## src/rtl/pvi_pkg.sv

```systemverilog
package pvi_pkg;
   localparam int NSLOT     = 17;
   localparam int SLOT_W    = 5;
   localparam int NEVT      = 8;
   localparam int NEDGE     = 5;
   localparam int NMASK     = 15;
   localparam int REG_W     = NMASK + 1;
   localparam int SLOT_RST  = 0;
   localparam int SLOT_KEY  = 7;
   localparam int SLOT_CONV = 15;
   localparam int SLOT_BRK  = 16;

   typedef enum logic [2:0] {
      RA_REQ  = 3'd0,
      RA_ENA  = 3'd1,
      RA_POL  = 3'd2,
      RA_SEL  = 3'd3,
      RA_DISC = 3'd4
   } pvi_reg_e;

   // slot served by each dedicated peripheral pulse
   function automatic int evt_slot(input int i);
      case (i)
         0: return 1;
         1: return 2;
         2: return 3;
         3: return 4;
         4: return 11;
         5: return 12;
         6: return 13;
         default: return 14;
      endcase
   endfunction

   // slot served by each edge-sensitive pin
   function automatic int edge_slot(input int i);
      case (i)
         0: return 5;
         1: return 6;
         2: return 8;
         3: return 9;
         default: return 10;
      endcase
   endfunction
endpackage

```

## src/rtl/pvi_sync_edge.sv

```systemverilog
module pvi_sync_edge #(
   parameter int STAGES = 2
) (
   input  logic clk,
   input  logic rst_n,
   input  logic pin_i,
   input  logic rise_sel_i,
   output logic hit_o
);
   logic [STAGES-1:0] sync_q;
   logic              prev_q;
   logic              lvl;

   generate
      if (STAGES == 1) begin : g_one
         always_ff @(posedge clk or negedge rst_n) begin
            if (!rst_n) sync_q <= '0;
            else        sync_q <= pin_i;
         end
      end else begin : g_chain
         always_ff @(posedge clk or negedge rst_n) begin
            if (!rst_n) sync_q <= '0;
            else        sync_q <= {sync_q[STAGES-2:0], pin_i};
         end
      end
   endgenerate

   assign lvl = sync_q[STAGES-1];

   always_ff @(posedge clk or negedge rst_n) begin
      if (!rst_n) prev_q <= 1'b0;
      else        prev_q <= lvl;
   end

   assign hit_o = rise_sel_i ? (lvl & ~prev_q) : (~lvl & prev_q);
endmodule

```

## src/rtl/pvi_keywake.sv

```systemverilog
module pvi_keywake #(
   parameter int W      = 8,
   parameter int STAGES = 2
) (
   input  logic         clk,
   input  logic         rst_n,
   input  logic [W-1:0] port_i,
   input  logic [W-1:0] in_mask_i,
   output logic         hit_o
);
   logic [W-1:0] stg_q [STAGES];
   logic         all_hi;
   logic         prev_q;

   always_ff @(posedge clk or negedge rst_n) begin
      if (!rst_n) stg_q[0] <= '0;
      else        stg_q[0] <= port_i;
   end

   generate
      for (genvar k = 1; k < STAGES; k++) begin : g_stg
         always_ff @(posedge clk or negedge rst_n) begin
            if (!rst_n) stg_q[k] <= '0;
            else        stg_q[k] <= stg_q[k-1];
         end
      end
   endgenerate

   // pins not configured as inputs count as high
   assign all_hi = &(stg_q[STAGES-1] | ~in_mask_i);

   always_ff @(posedge clk or negedge rst_n) begin
      if (!rst_n) prev_q <= 1'b0;
      else        prev_q <= all_hi;
   end

   assign hit_o = prev_q & ~all_hi;
endmodule

```

## src/rtl/pvi_prio_pick.sv

```systemverilog
module pvi_prio_pick #(
   parameter int N  = 17,
   parameter int IW = 5
) (
   input  logic [N-1:0]  pend_i,
   output logic          valid_o,
   output logic [IW-1:0] idx_o
);
   always_comb begin
      valid_o = |pend_i;
      idx_o   = '0;
      for (int i = N - 1; i >= 0; i--) begin
         if (pend_i[i]) idx_o = IW'(i);
      end
   end
endmodule

```

## src/rtl/prio_vec_intc.sv

```systemverilog
module prio_vec_intc
   import pvi_pkg::*;
#(
   parameter int          KEY_W       = 8,
   parameter int          SYNC_STAGES = 2,
   parameter int          VEC_W       = 16,
   parameter logic [15:0] VEC_BASE    = 16'hFFFC
) (
   input  logic                 clk,
   input  logic                 rst_n,
   input  logic [NEVT-1:0]      evt_i,
   input  logic [NEDGE-1:0]     pin_i,
   input  logic [KEY_W-1:0]     key_port_i,
   input  logic [KEY_W-1:0]     key_in_i,
   input  logic                 coll_evt_i,
   input  logic                 conv_evt_i,
   input  logic                 tmr1_evt_i,
   input  logic                 brk_i,
   input  logic                 gie_dis_i,
   input  logic                 ack_i,
   input  logic                 reg_we_i,
   input  logic [2:0]           reg_addr_i,
   input  logic [REG_W-1:0]     reg_wdata_i,
   output logic [REG_W-1:0]     reg_rdata_o,
   output logic                 irq_o,
   output logic [SLOT_W-1:0]    slot_o,
   output logic [VEC_W-1:0]     vec_lo_o,
   output logic [VEC_W-1:0]     vec_hi_o
);
   localparam logic [VEC_W-1:0] BASE = VEC_W'(VEC_BASE);

   generate
      if (SYNC_STAGES < 2) begin : g_bad_sync
         $error("SYNC_STAGES must be at least 2");
      end
      if (KEY_W < 1) begin : g_bad_key
         $error("KEY_W must be at least 1");
      end
      if (VEC_W < 6 || VEC_BASE < 16'd32) begin : g_bad_vec
         $error("vector base too small for 17 slots");
      end
   endgenerate

   logic [NMASK:1]    req_q, ena_q;
   logic [NEDGE-1:0]  pol_q;
   logic [3:0]        sel_q, disc_q, disc_set;
   logic              rst_pend_q, brk_pend_q;
   logic [NEDGE-1:0]  edge_hit;
   logic              key_hit;
   logic [NSLOT-1:0]  set_v, clr_v, pend;
   logic              pick_vld;
   logic [SLOT_W-1:0] pick_idx;
   logic              wr_req, wr_ena, wr_pol, wr_sel;

   // edge-sensitive pins
   generate
      for (genvar p = 0; p < NEDGE; p++) begin : g_pin
         pvi_sync_edge #(.STAGES(SYNC_STAGES)) u_edge (
            .clk        (clk),
            .rst_n      (rst_n),
            .pin_i      (pin_i[p]),
            .rise_sel_i (pol_q[p]),
            .hit_o      (edge_hit[p])
         );
      end
   endgenerate

   pvi_keywake #(.W(KEY_W), .STAGES(SYNC_STAGES)) u_key (
      .clk       (clk),
      .rst_n     (rst_n),
      .port_i    (key_port_i),
      .in_mask_i (key_in_i),
      .hit_o     (key_hit)
   );

   assign wr_req = reg_we_i && (reg_addr_i == RA_REQ);
   assign wr_ena = reg_we_i && (reg_addr_i == RA_ENA);
   assign wr_pol = reg_we_i && (reg_addr_i == RA_POL);
   assign wr_sel = reg_we_i && (reg_addr_i == RA_SEL);

   // shared slots: only selected sources may raise them
   assign disc_set = {tmr1_evt_i & sel_q[3], conv_evt_i & sel_q[2],
                      coll_evt_i & sel_q[1], key_hit    & sel_q[0]};

   always_comb begin
      set_v = '0;
      for (int i = 0; i < NEVT; i++)  set_v[evt_slot(i)]  = evt_i[i];
      for (int i = 0; i < NEDGE; i++) set_v[edge_slot(i)] = edge_hit[i];
      set_v[SLOT_KEY]  = |disc_set[1:0];
      set_v[SLOT_CONV] = |disc_set[3:2];
      set_v[SLOT_BRK]  = brk_i;
   end

   always_comb begin
      clr_v = '0;
      if (ack_i && pick_vld) clr_v[pick_idx] = 1'b1;
      if (wr_req) clr_v[NMASK:1] = clr_v[NMASK:1] | ~reg_wdata_i[NMASK:1];
   end

   assign pend = {brk_pend_q, req_q & ena_q & {NMASK{~gie_dis_i}}, rst_pend_q};

   pvi_prio_pick #(.N(NSLOT), .IW(SLOT_W)) u_pick (
      .pend_i  (pend),
      .valid_o (pick_vld),
      .idx_o   (pick_idx)
   );

   always_ff @(posedge clk or negedge rst_n) begin
      if (!rst_n) begin
         req_q      <= '0;
         ena_q      <= '0;
         pol_q      <= '0;
         sel_q      <= '0;
         disc_q     <= '0;
         rst_pend_q <= 1'b1;
         brk_pend_q <= 1'b0;
      end else begin
         req_q      <= (req_q & ~clr_v[NMASK:1]) | set_v[NMASK:1];
         rst_pend_q <= rst_pend_q & ~clr_v[SLOT_RST];
         brk_pend_q <= (brk_pend_q & ~clr_v[SLOT_BRK]) | set_v[SLOT_BRK];
         disc_q     <= (disc_q & ~{{2{clr_v[SLOT_CONV]}}, {2{clr_v[SLOT_KEY]}}})
                       | disc_set;
         if (wr_ena) ena_q <= reg_wdata_i[NMASK:1];
         if (wr_pol) pol_q <= reg_wdata_i[NEDGE-1:0];
         if (wr_sel) sel_q <= reg_wdata_i[3:0];
      end
   end

   always_comb begin
      case (reg_addr_i)
         RA_REQ:  reg_rdata_o = {req_q, 1'b0};
         RA_ENA:  reg_rdata_o = {ena_q, 1'b0};
         RA_POL:  reg_rdata_o = REG_W'(pol_q);
         RA_SEL:  reg_rdata_o = REG_W'(sel_q);
         RA_DISC: reg_rdata_o = REG_W'(disc_q);
         default: reg_rdata_o = '0;
      endcase
   end

   assign irq_o    = pick_vld;
   assign slot_o   = pick_vld ? pick_idx : '0;
   assign vec_lo_o = pick_vld ? BASE - VEC_W'({pick_idx, 1'b0}) : '0;
   assign vec_hi_o = pick_vld ? BASE - VEC_W'({pick_idx, 1'b0}) + VEC_W'(1) : '0;
endmodule

```

## config.mk

```make
export PLATFORM = sky130hd
export DESIGN_NAME = prio_vec_intc
export DESIGN_NICKNAME = d
export VERILOG_FILES = /design/src/rtl/pvi_pkg.sv /design/src/rtl/pvi_sync_edge.sv /design/src/rtl/pvi_keywake.sv /design/src/rtl/pvi_prio_pick.sv /design/src/rtl/prio_vec_intc.sv
export SDC_FILE = /design/constraint.sdc
export NUM_CORES = 1
export LEC_CHECK = 0
export CELL_PAD_IN_SITES_DETAIL_PLACEMENT = 0
export CELL_PAD_IN_SITES_GLOBAL_PLACEMENT = 1
export CORE_ASPECT_RATIO = 1.2
export CORE_MARGIN = 2
export CORE_UTILIZATION = 51
export CTS_BUF_LIST = sky130_fd_sc_hd__clkbuf_4
export CTS_CLUSTER_DIAMETER = 60
export DETAILED_ROUTE_END_ITERATION = 6
export DONT_BUFFER_PORTS = 1
export PLACE_DENSITY_LB_ADDON = 0.05
export SYNTH_ARGS = -nofsm -noshare
export SYNTH_HDL_FRONTEND = slang
export SYNTH_SLANG_ARGS = --single-unit
export TNS_END_PERCENT = 1
```

## constraint.sdc

```tcl
create_clock -name clk -period 3.15 [get_ports clk]
set_clock_uncertainty 0.05 [all_clocks]
set_input_delay 0.1575 -clock clk [delete_from_list [all_inputs] [get_ports clk]]
set_output_delay 0.1575 -clock clk [all_outputs]
set_load 0.005 [all_outputs]
```

==> results of run 1 <==
[power groups by stage]
stage	logic (mW)	registers, mW	clock network [mW]
2_1_floorplan	0.449	1.22	0
3_3_place_gp	0.493	1.26	0
3_5_place_dp	0.496	1.26	0
4_1_cts	0.582	1.24	0.765
5_1_grt	0.671	1.27	0.810
6_report	0.597	1.24	0.748
[per-stage QoR]
stage,hold slack [ps],setup WS (ps)
after floorplan,-188,909
after global placement,-186,463
after detailed placement,-186,377
after CTS,38.7,19.9
after global routing,35.2,35.6
final,61.9,245
[cells in the mapped netlist (all sizes together), types with 2 or more instances]
master and instances:
a21o 3, a21oi 7, a221o 2, a22o 4
a22oi 5, a31oi 3, a32oi 2, and2 4
buf 32, clkbuf 5, dfrtp 76, ha 5
inv 13, mux2 25, mux2i 19, nand2 20
nand2b 10, nand3 7, nand3b 5, nor2 25
nor3 5, nor4 2, o21a 4, o21ai 2
o221ai 13, o22a 2, o22ai 8, or2 3
or3b 6
[final timing paths]
check / start / end / slack (ps)
worst max-delay path: req_q[14] / req_q[12] / 240
worst min-delay path: reg_addr_i[0] / pol_q[2] / 60
worst max register to register: req_q[14] / req_q[12] / 240
worst min register to register: g_pin[1].u_edge.sync_q[0] / g_pin[1].u_edge.sync_q[1] / 310
max in group asynchronous: rst_n / rst_pend_q / 2490
min in group asynchronous: rst_n / req_q[13] / 220
[cell families (layout without fill, tap and decap cells)]
group / Yosys count / in the layout / synth area share [%]
other cells: 1 / 1 / 0.101
fa+ha+maj: 5 / 5 / 1.68
flops: 77 / 77 / 51.7
compound gates: 60 / 60 / 12.1
buf+inv: 50 / 86 / 8.05
mux: 44 / 44 / 12.6
xor+xnor: 1 / 1 / 0.235
simple gates: 93 / 93 / 13.5
[layer usage]
| layer | GRT usage (%) | vias to the layer above | wire length [um] |
|---|---|---|---|
| li1 | - | 1237 | - |
| met3 | 5.02 | 9 | 452 |
| met1 | 29.1 | 1302 | 3590 |
| met5 | 0 | - | 0 |
| met2 | 37.6 | 83 | 4350 |
| met4 | 8.59 | 0 | 129 |
[state kept, by name, summed over array words and instances, names as in the netlist]
name                 flops
req_q                   15
g_pin.u_edge.sync_q     10
sel_q                    4
brk_pend_q               1
g_pin.u_edge.prev_q      5
disc_q                   4
pol_q                    5
rst_pend_q               1
u_key.prev_q             1
u_key.stg_q             16
ena_q                   15
[what timing repair did]
| item | 4_1_cts | 5_1_grt |
|---|---|---|
| endpoints found under the setup margin | 0 | 7 |
| hold endpoints to repair | 135 | 1 |
| gates resized for setup | 0 | 7 |
| hold buffers | 54 | 1 |
[final cells by class]
class / count / share of cell area [%]
Sequential cell: 77 / 43.9
Multi-Input combinational cell: 204 / 34.9
Timing Repair Buffer: 57 / 13.3
Tap cell: 90 / 2.56
Clock inverter: 6 / 2.53
Clock buffer: 10 / 1.71
Inverter: 13 / 1.11
==> impl_metrics.toml, run 1 <==
[outcome]
status = "finished clean"

[worst_setup_path]
critical_path.cell_chain = "nand2_1 -> a32o_1 -> a221oi_2 -> o31ai_2 -> a22oi_2 -> or3_1 -> ha_1 -> nand2_2 -> o221ai_1 -> nand2b_1 -> dlygate4sd3_1"
end_kind = "register"
critical_path.max_stage_delay_ps = 560
cp_slowest_cell = "sky130_fd_sc_hd__dlygate4sd3_1"
worst-setup-path-type = "reg -> reg"
worst_ep_arrival_time_ps = 3160
worst_path_bufs_invs = 1
ff2ff_path_depth = 11
critical_path_peak_fanout = 4
crit_family = "compound AO/OA/AOI/OAI gates"
worstPathRequired_ps = 3400
path_depth = 11
worstSetupStartpointType = "register"

[drt]
drtAntennaViolNets = 0
dr.pass1.iters = 4
drc_violation_total_after_the_first_tritonroute_iteration = 167
via_count = 2631
detail_route.drc_violations = 0
wire_per_inst_um = 18.6
route.detailed.vias_per_inst = 5.76
drt_wl_total_mm = 8.52

[grt]
grt_start_max_net_pins = 78
overflow = 0
grt_antenna_before_repair = 0
grt_first_pass_wirelength_mm = 13.6
first_global_vias = 2617
globalRouteTotalUtil_pct = 22.9

[clock_network]
root_buffer_master = "sky130_fd_sc_hd__clkbuf_4"
insertion_delay_of_the_later_clocked_pin_in_the_worst_skew_pair_ps = 410
clkTransAtPathRegs_ps = 120
h-tree-depth = 3
cts_tree = "yes"
cts-buffers-inserted = 9
post_cts_buffers = 0
clockBufferDepth = 2
sink_count = 77

[pwr]
power_density_nw_per_um2 = 589
sw_frac_of_total_pct = 29.8
post-layout-total-power_mw = 2.59
total_switching_power_uw = 770
vdd_ir_drop_max_v = 0.000502
share_clk_of_total_power_pct = 28.9
pwr-share-comb_pct = 23.1
leakage_nw = 1.84
internal_power_summed_over_all_cells_mw = 1.82
sequentialPowerShare_pct = 48.1

[final_layout]
mostFrequentLayoutCells = "sky130_fd_sc_hd__dfrtp_1 (76), sky130_fd_sc_hd__dlygate4sd3_1 (54), sky130_fd_sc_hd__nor2_1 (25), sky130_fd_sc_hd__mux2_2 (25)"
design_area_um2 = 4390
layout-area-overhead-vs-synth_pct = 17.8
final_layout_size_suffix_gt1_share_pct = 17.7
sequential_cell_area_um2 = 1930
filler_cell_count = 624
layout.nets = 424
final_common_cell = "sky130_fd_sc_hd__dfrtp_1"
multi_input_comb_area_um2 = 1540
instances_no_fill = 457
layout.core_utilization_pct = 61.1
antenna_cells_inserted = 0

[logic_synthesis]
yosys_warnings = 0
syn_nets = 393
async_reset_ff_share_pct = 100
postSynthRegisterBits = 77
post-synth-top-area-cell = "sky130_fd_sc_hd__dfrtp_1"
synthCells = 331
synth_sequential_area_ratio_pct = 51.7
fraction_of_synthesized_cell_area_taken_by_the_top_area_cell_type_pct = 51.0
synth_enable_flop_cells = 0
synthesis.area_um2 = 3730
synth_cell_types = 50
ranking_of_synthesized_cells_by_area = "sky130_fd_sc_hd__dfrtp_1 (51%), sky130_fd_sc_hd__mux2_2 (7.5%), sky130_fd_sc_hd__buf_4 (5.4%)"
syn_area_per_cell_um2 = 11.3
synth_ff_type = "sky130_fd_sc_hd__dfrtp_1"

[placement]
gp_routability_congestion = 0.836
io_buffers = 0
postPlaceCellArea_um2 = 3610
dp_hpwl_mm = 5.98
post-place-cells = 386

[sta]
post-route-min-period_ps = 2910
finalSetupViolCount = 0
max_freq_ghz = 0.344
final_min_period_over_clock_period_pct = 92.2
pins_over_slew_limit = 0
timing.slew.headroom_pct = 52.0
report.final.hold_viol_count = 0
worstMarginPinSlew_ps = 719
setup_tns_ps = 0
grt_setup_unrepaired = "no"

[floorplanning]
fp.dieH_um = 97.7
fp-row-count = 34
ioPinCount = 111
dieWidth_um = 82.1
coreArea_um2 = 7190
die_area_um2 = 8020
initial_standard_cell_utilization_of_the_core_pct = 51.9

[hold_path]
timing.hold.worst.class = "in -> reg"
hold_crit_depth = 2

[job]
max_cap_viol_count = 0
No activity file was read; power rests on OpenSTA's default activity.
==> run 2: changes to the inputs <==
--- a/config.mk
+++ b/config.mk
@@ -5,11 +5,12 @@
 export SDC_FILE = /design/constraint.sdc
 export NUM_CORES = 1
 export LEC_CHECK = 0
+export ABC_AREA = 1
 export CELL_PAD_IN_SITES_DETAIL_PLACEMENT = 0
 export CELL_PAD_IN_SITES_GLOBAL_PLACEMENT = 1
 export CORE_ASPECT_RATIO = 1.2
 export CORE_MARGIN = 2
-export CORE_UTILIZATION = 51
+export CORE_UTILIZATION = 49
 export CTS_BUF_LIST = sky130_fd_sc_hd__clkbuf_4
 export CTS_CLUSTER_DIAMETER = 60
 export DETAILED_ROUTE_END_ITERATION = 6
==> run 2 against run 1 <==
Compared with the run above:
- critical path type unchanged
- via count is 9.0% higher
- sequential cell count stayed put
- combinational power is 60% higher
- area after synthesis is 3.0% higher
- largest power group unchanged
- register-to-register slack better by 20 ps
- first-iteration DRC count is 29% higher
==> impl_metrics.toml, run 2 <==
[outcome]
status = "finished clean"

[logic_synthesis]
async_reset_ff_share_pct = 100
synth_enable_flop_cells = 0
synth_ff_type = "sky130_fd_sc_hd__dfrtp_1"
syn_area_per_cell_um2 = 9.35
most_repeated_cell_in_the_gate_level_netlist_after_synthesis = "sky130_fd_sc_hd__dfrtp_1"
yosys_warnings = 0
synth_cell_types = 38
synth.top_cells.by_count = "sky130_fd_sc_hd__dfrtp_1 (76), sky130_fd_sc_hd__inv_1 (65), sky130_fd_sc_hd__nand2_1 (62)"
postSynthRegisterBits = 77
syn_nets = 473
ranking_of_synthesized_cells_by_area = "sky130_fd_sc_hd__dfrtp_1 (50%), sky130_fd_sc_hd__inv_1 (6.4%), sky130_fd_sc_hd__nand2_1 (6.1%)"
synthesis.area_um2 = 3840
post-synth-top-area-cell = "sky130_fd_sc_hd__dfrtp_1"
fraction_of_synthesized_cell_area_taken_by_the_top_area_cell_type_pct = 49.5
synthCells = 411
synth_sequential_area_ratio_pct = 50.2

[clock_network]
root_buffer_master = "sky130_fd_sc_hd__clkbuf_4"
clkTransAtPathRegs_ps = 140
cts-buffers-inserted = 9
sink_count = 77
h-tree-depth = 3
insertion_delay_of_the_later_clocked_pin_in_the_worst_skew_pair_ps = 420
clockBufferDepth = 2
cts_tree = "yes"

[sta]
finalSetupViolCount = 0
report.final.hold_viol_count = 0
timing.slew.headroom_pct = 39.5
worstMarginPinSlew_ps = 901
post-route-min-period_ps = 2880
setup_tns_ps = 0
pins_over_slew_limit = 0
max_freq_ghz = 0.347
final_min_period_over_clock_period_pct = 91.5
setup_slack_ps = 269
worst_hold_slack_ps = 87.4

[hold_path]
timing.hold.worst.class = "in -> reg"
holdCritStartpoint = "reg_we_i"

[worst_setup_path]
worstSetupStartpointType = "register"
critical_path_peak_fanout = 4
end_kind = "register"
worst-r2r-setup-slack_ps = 270
worst-setup-path-type = "reg -> reg"
worstPathRequired_ps = 3410
worst_ep_arrival_time_ps = 3140
worstReg2RegStart = "req_q[14]"
crit_start = "req_q[14]"

[placement]
postPlaceCellArea_um2 = 3750
preCtsSetupSlack_ps = 760
dp_hpwl_mm = 6.69
gp_routability_congestion = 0.874
io_buffers = 0
post-place-cells = 473

[pwr]
power_density_nw_per_um2 = 621
vdd_ir_drop_max_v = 0.000365
leakage_nw = 2.14
post-layout-total-power_mw = 2.78

[final_layout]
regMostFlops = "u_key.stg_q"
layout-area-overhead-vs-synth_pct = 16.4
reg_top3 = "u_key.stg_q (16), ena_q (15), req_q (15)"
layout.core_utilization_pct = 58.3
final_layout_size_suffix_gt1_share_pct = 15.4
largest_register_ffs = 16
mostFrequentLayoutCells = "sky130_fd_sc_hd__dfrtp_1 (76), sky130_fd_sc_hd__inv_1 (64), sky130_fd_sc_hd__nand2_1 (62)"
antenna_cells_inserted = 0
design_area_um2 = 4470
layout.nets = 511
instances_no_fill = 546
final_common_cell = "sky130_fd_sc_hd__dfrtp_1"

[job]
max_cap_viol_count = 0

[floorplanning]
fp.dieH_um = 101
fp-row-count = 35
dieWidth_um = 84.8
coreArea_um2 = 7660
ioPinCount = 111
die_area_um2 = 8570
initial_standard_cell_utilization_of_the_core_pct = 50.1

[drt]
drc_violation_total_after_the_first_tritonroute_iteration = 216
detail_route.drc_violations = 0
dr.pass1.iters = 4
drt_wl_total_mm = 9.35
drtAntennaViolNets = 0
via_count = 2867
wire_per_inst_um = 17.1
route.detailed.vias_per_inst = 5.25

[grt]
globalRouteTotalUtil_pct = 23.0
grt_start_max_net_pins = 78
grt_antenna_before_repair = 0
overflow = 0
grt_first_pass_wirelength_mm = 15.0
first_global_vias = 2944
## run 2: cell count changes after synthesis, moves of 12 or more
cell	change
sky130_fd_sc_hd__o221ai_1	-12
sky130_fd_sc_hd__o22ai_1	+19
sky130_fd_sc_hd__o21ai_0	+21
sky130_fd_sc_hd__mux2_2	-24
sky130_fd_sc_hd__nand2_1	+42
sky130_fd_sc_hd__mux2i_1	-19
sky130_fd_sc_hd__inv_1	+52
## run 2: metal layers
layer | vias up | GRT usage, % | wire length [um]
li1 | 1399 | - | -
met1 | 1377 | 31.5 | 4050
met2 | 80 | 37.2 | 4650
met3 | 11 | 5.00 | 538
met4 | 0 | 6.72 | 109
met5 | - | 0 | 0
## run 2: report_power, final
group	internal (mW)	leakage, nW	switching [mW]
sequential	1.14	0.860	0.108
clock	0.183	0.0727	0.390
combinational	0.358	1.21	0.595
## run 2: worst max-delay path, cell delays in order, from the launching register on
cell and delay, ps:
sky130_fd_sc_hd__dfrtp_1 390, sky130_fd_sc_hd__nand2_1 110, sky130_fd_sc_hd__a21oi_1 200, sky130_fd_sc_hd__nand3_1 90
sky130_fd_sc_hd__nand3_1 80, sky130_fd_sc_hd__a31oi_1 80, sky130_fd_sc_hd__or2_2 300, sky130_fd_sc_hd__nand3_1 70
sky130_fd_sc_hd__nand2_1 110, sky130_fd_sc_hd__inv_1 130, sky130_fd_sc_hd__ha_2 210, sky130_fd_sc_hd__nand2_4 100
sky130_fd_sc_hd__o22ai_4 190, sky130_fd_sc_hd__o221ai_2 100, sky130_fd_sc_hd__dlygate4sd3_1 560
## run 2: path summary, 6_finish.rpt
kind,end,cells after the start
setup reg to reg,req_q[15],14
min in group asynchronous,g_pin[1].u_edge.prev_q,2
hold / removal,pol_q[0],2
setup / recovery,req_q[15],14
hold reg to reg,g_pin[0].u_edge.sync_q[1],0
max in group asynchronous,pol_q[4],2
## run 2: cells by family (layout without fill, tap and decap cells)
family	after synthesis	after routing	share of synthesized area (%)
other	1	1	0.0976
AO/OA/AOI/OAI	90	90	16.3
flip-flops	77	77	50.2
multiplexers	1	1	0.293
AND/OR/NAND/NOR	133	133	18.5
buffers and inverters	104	147	13.0
adder cells (fa/ha/maj)	5	5	1.63
## run 2: timing repair
| action | in CTS | in global routing |
|---|---|---|
| hold endpoints to repair | 135 | 0 |
| resized for setup | 0 | 2 |
| endpoints found under the setup margin | 0 | 4 |
| hold buffers | 56 | 0 |
| setup buffers | 0 | 1 |
## run 2: cell type report
cell class	count	area, um^2
Timing Repair Buffer	61	616
Fill cell	715	3190
Clock buffer	9	67.6
Inverter	70	263
Clock inverter	7	63.8
Sequential cell	77	1930
Tap cell	92	115
Multi-Input combinational cell	230	1420
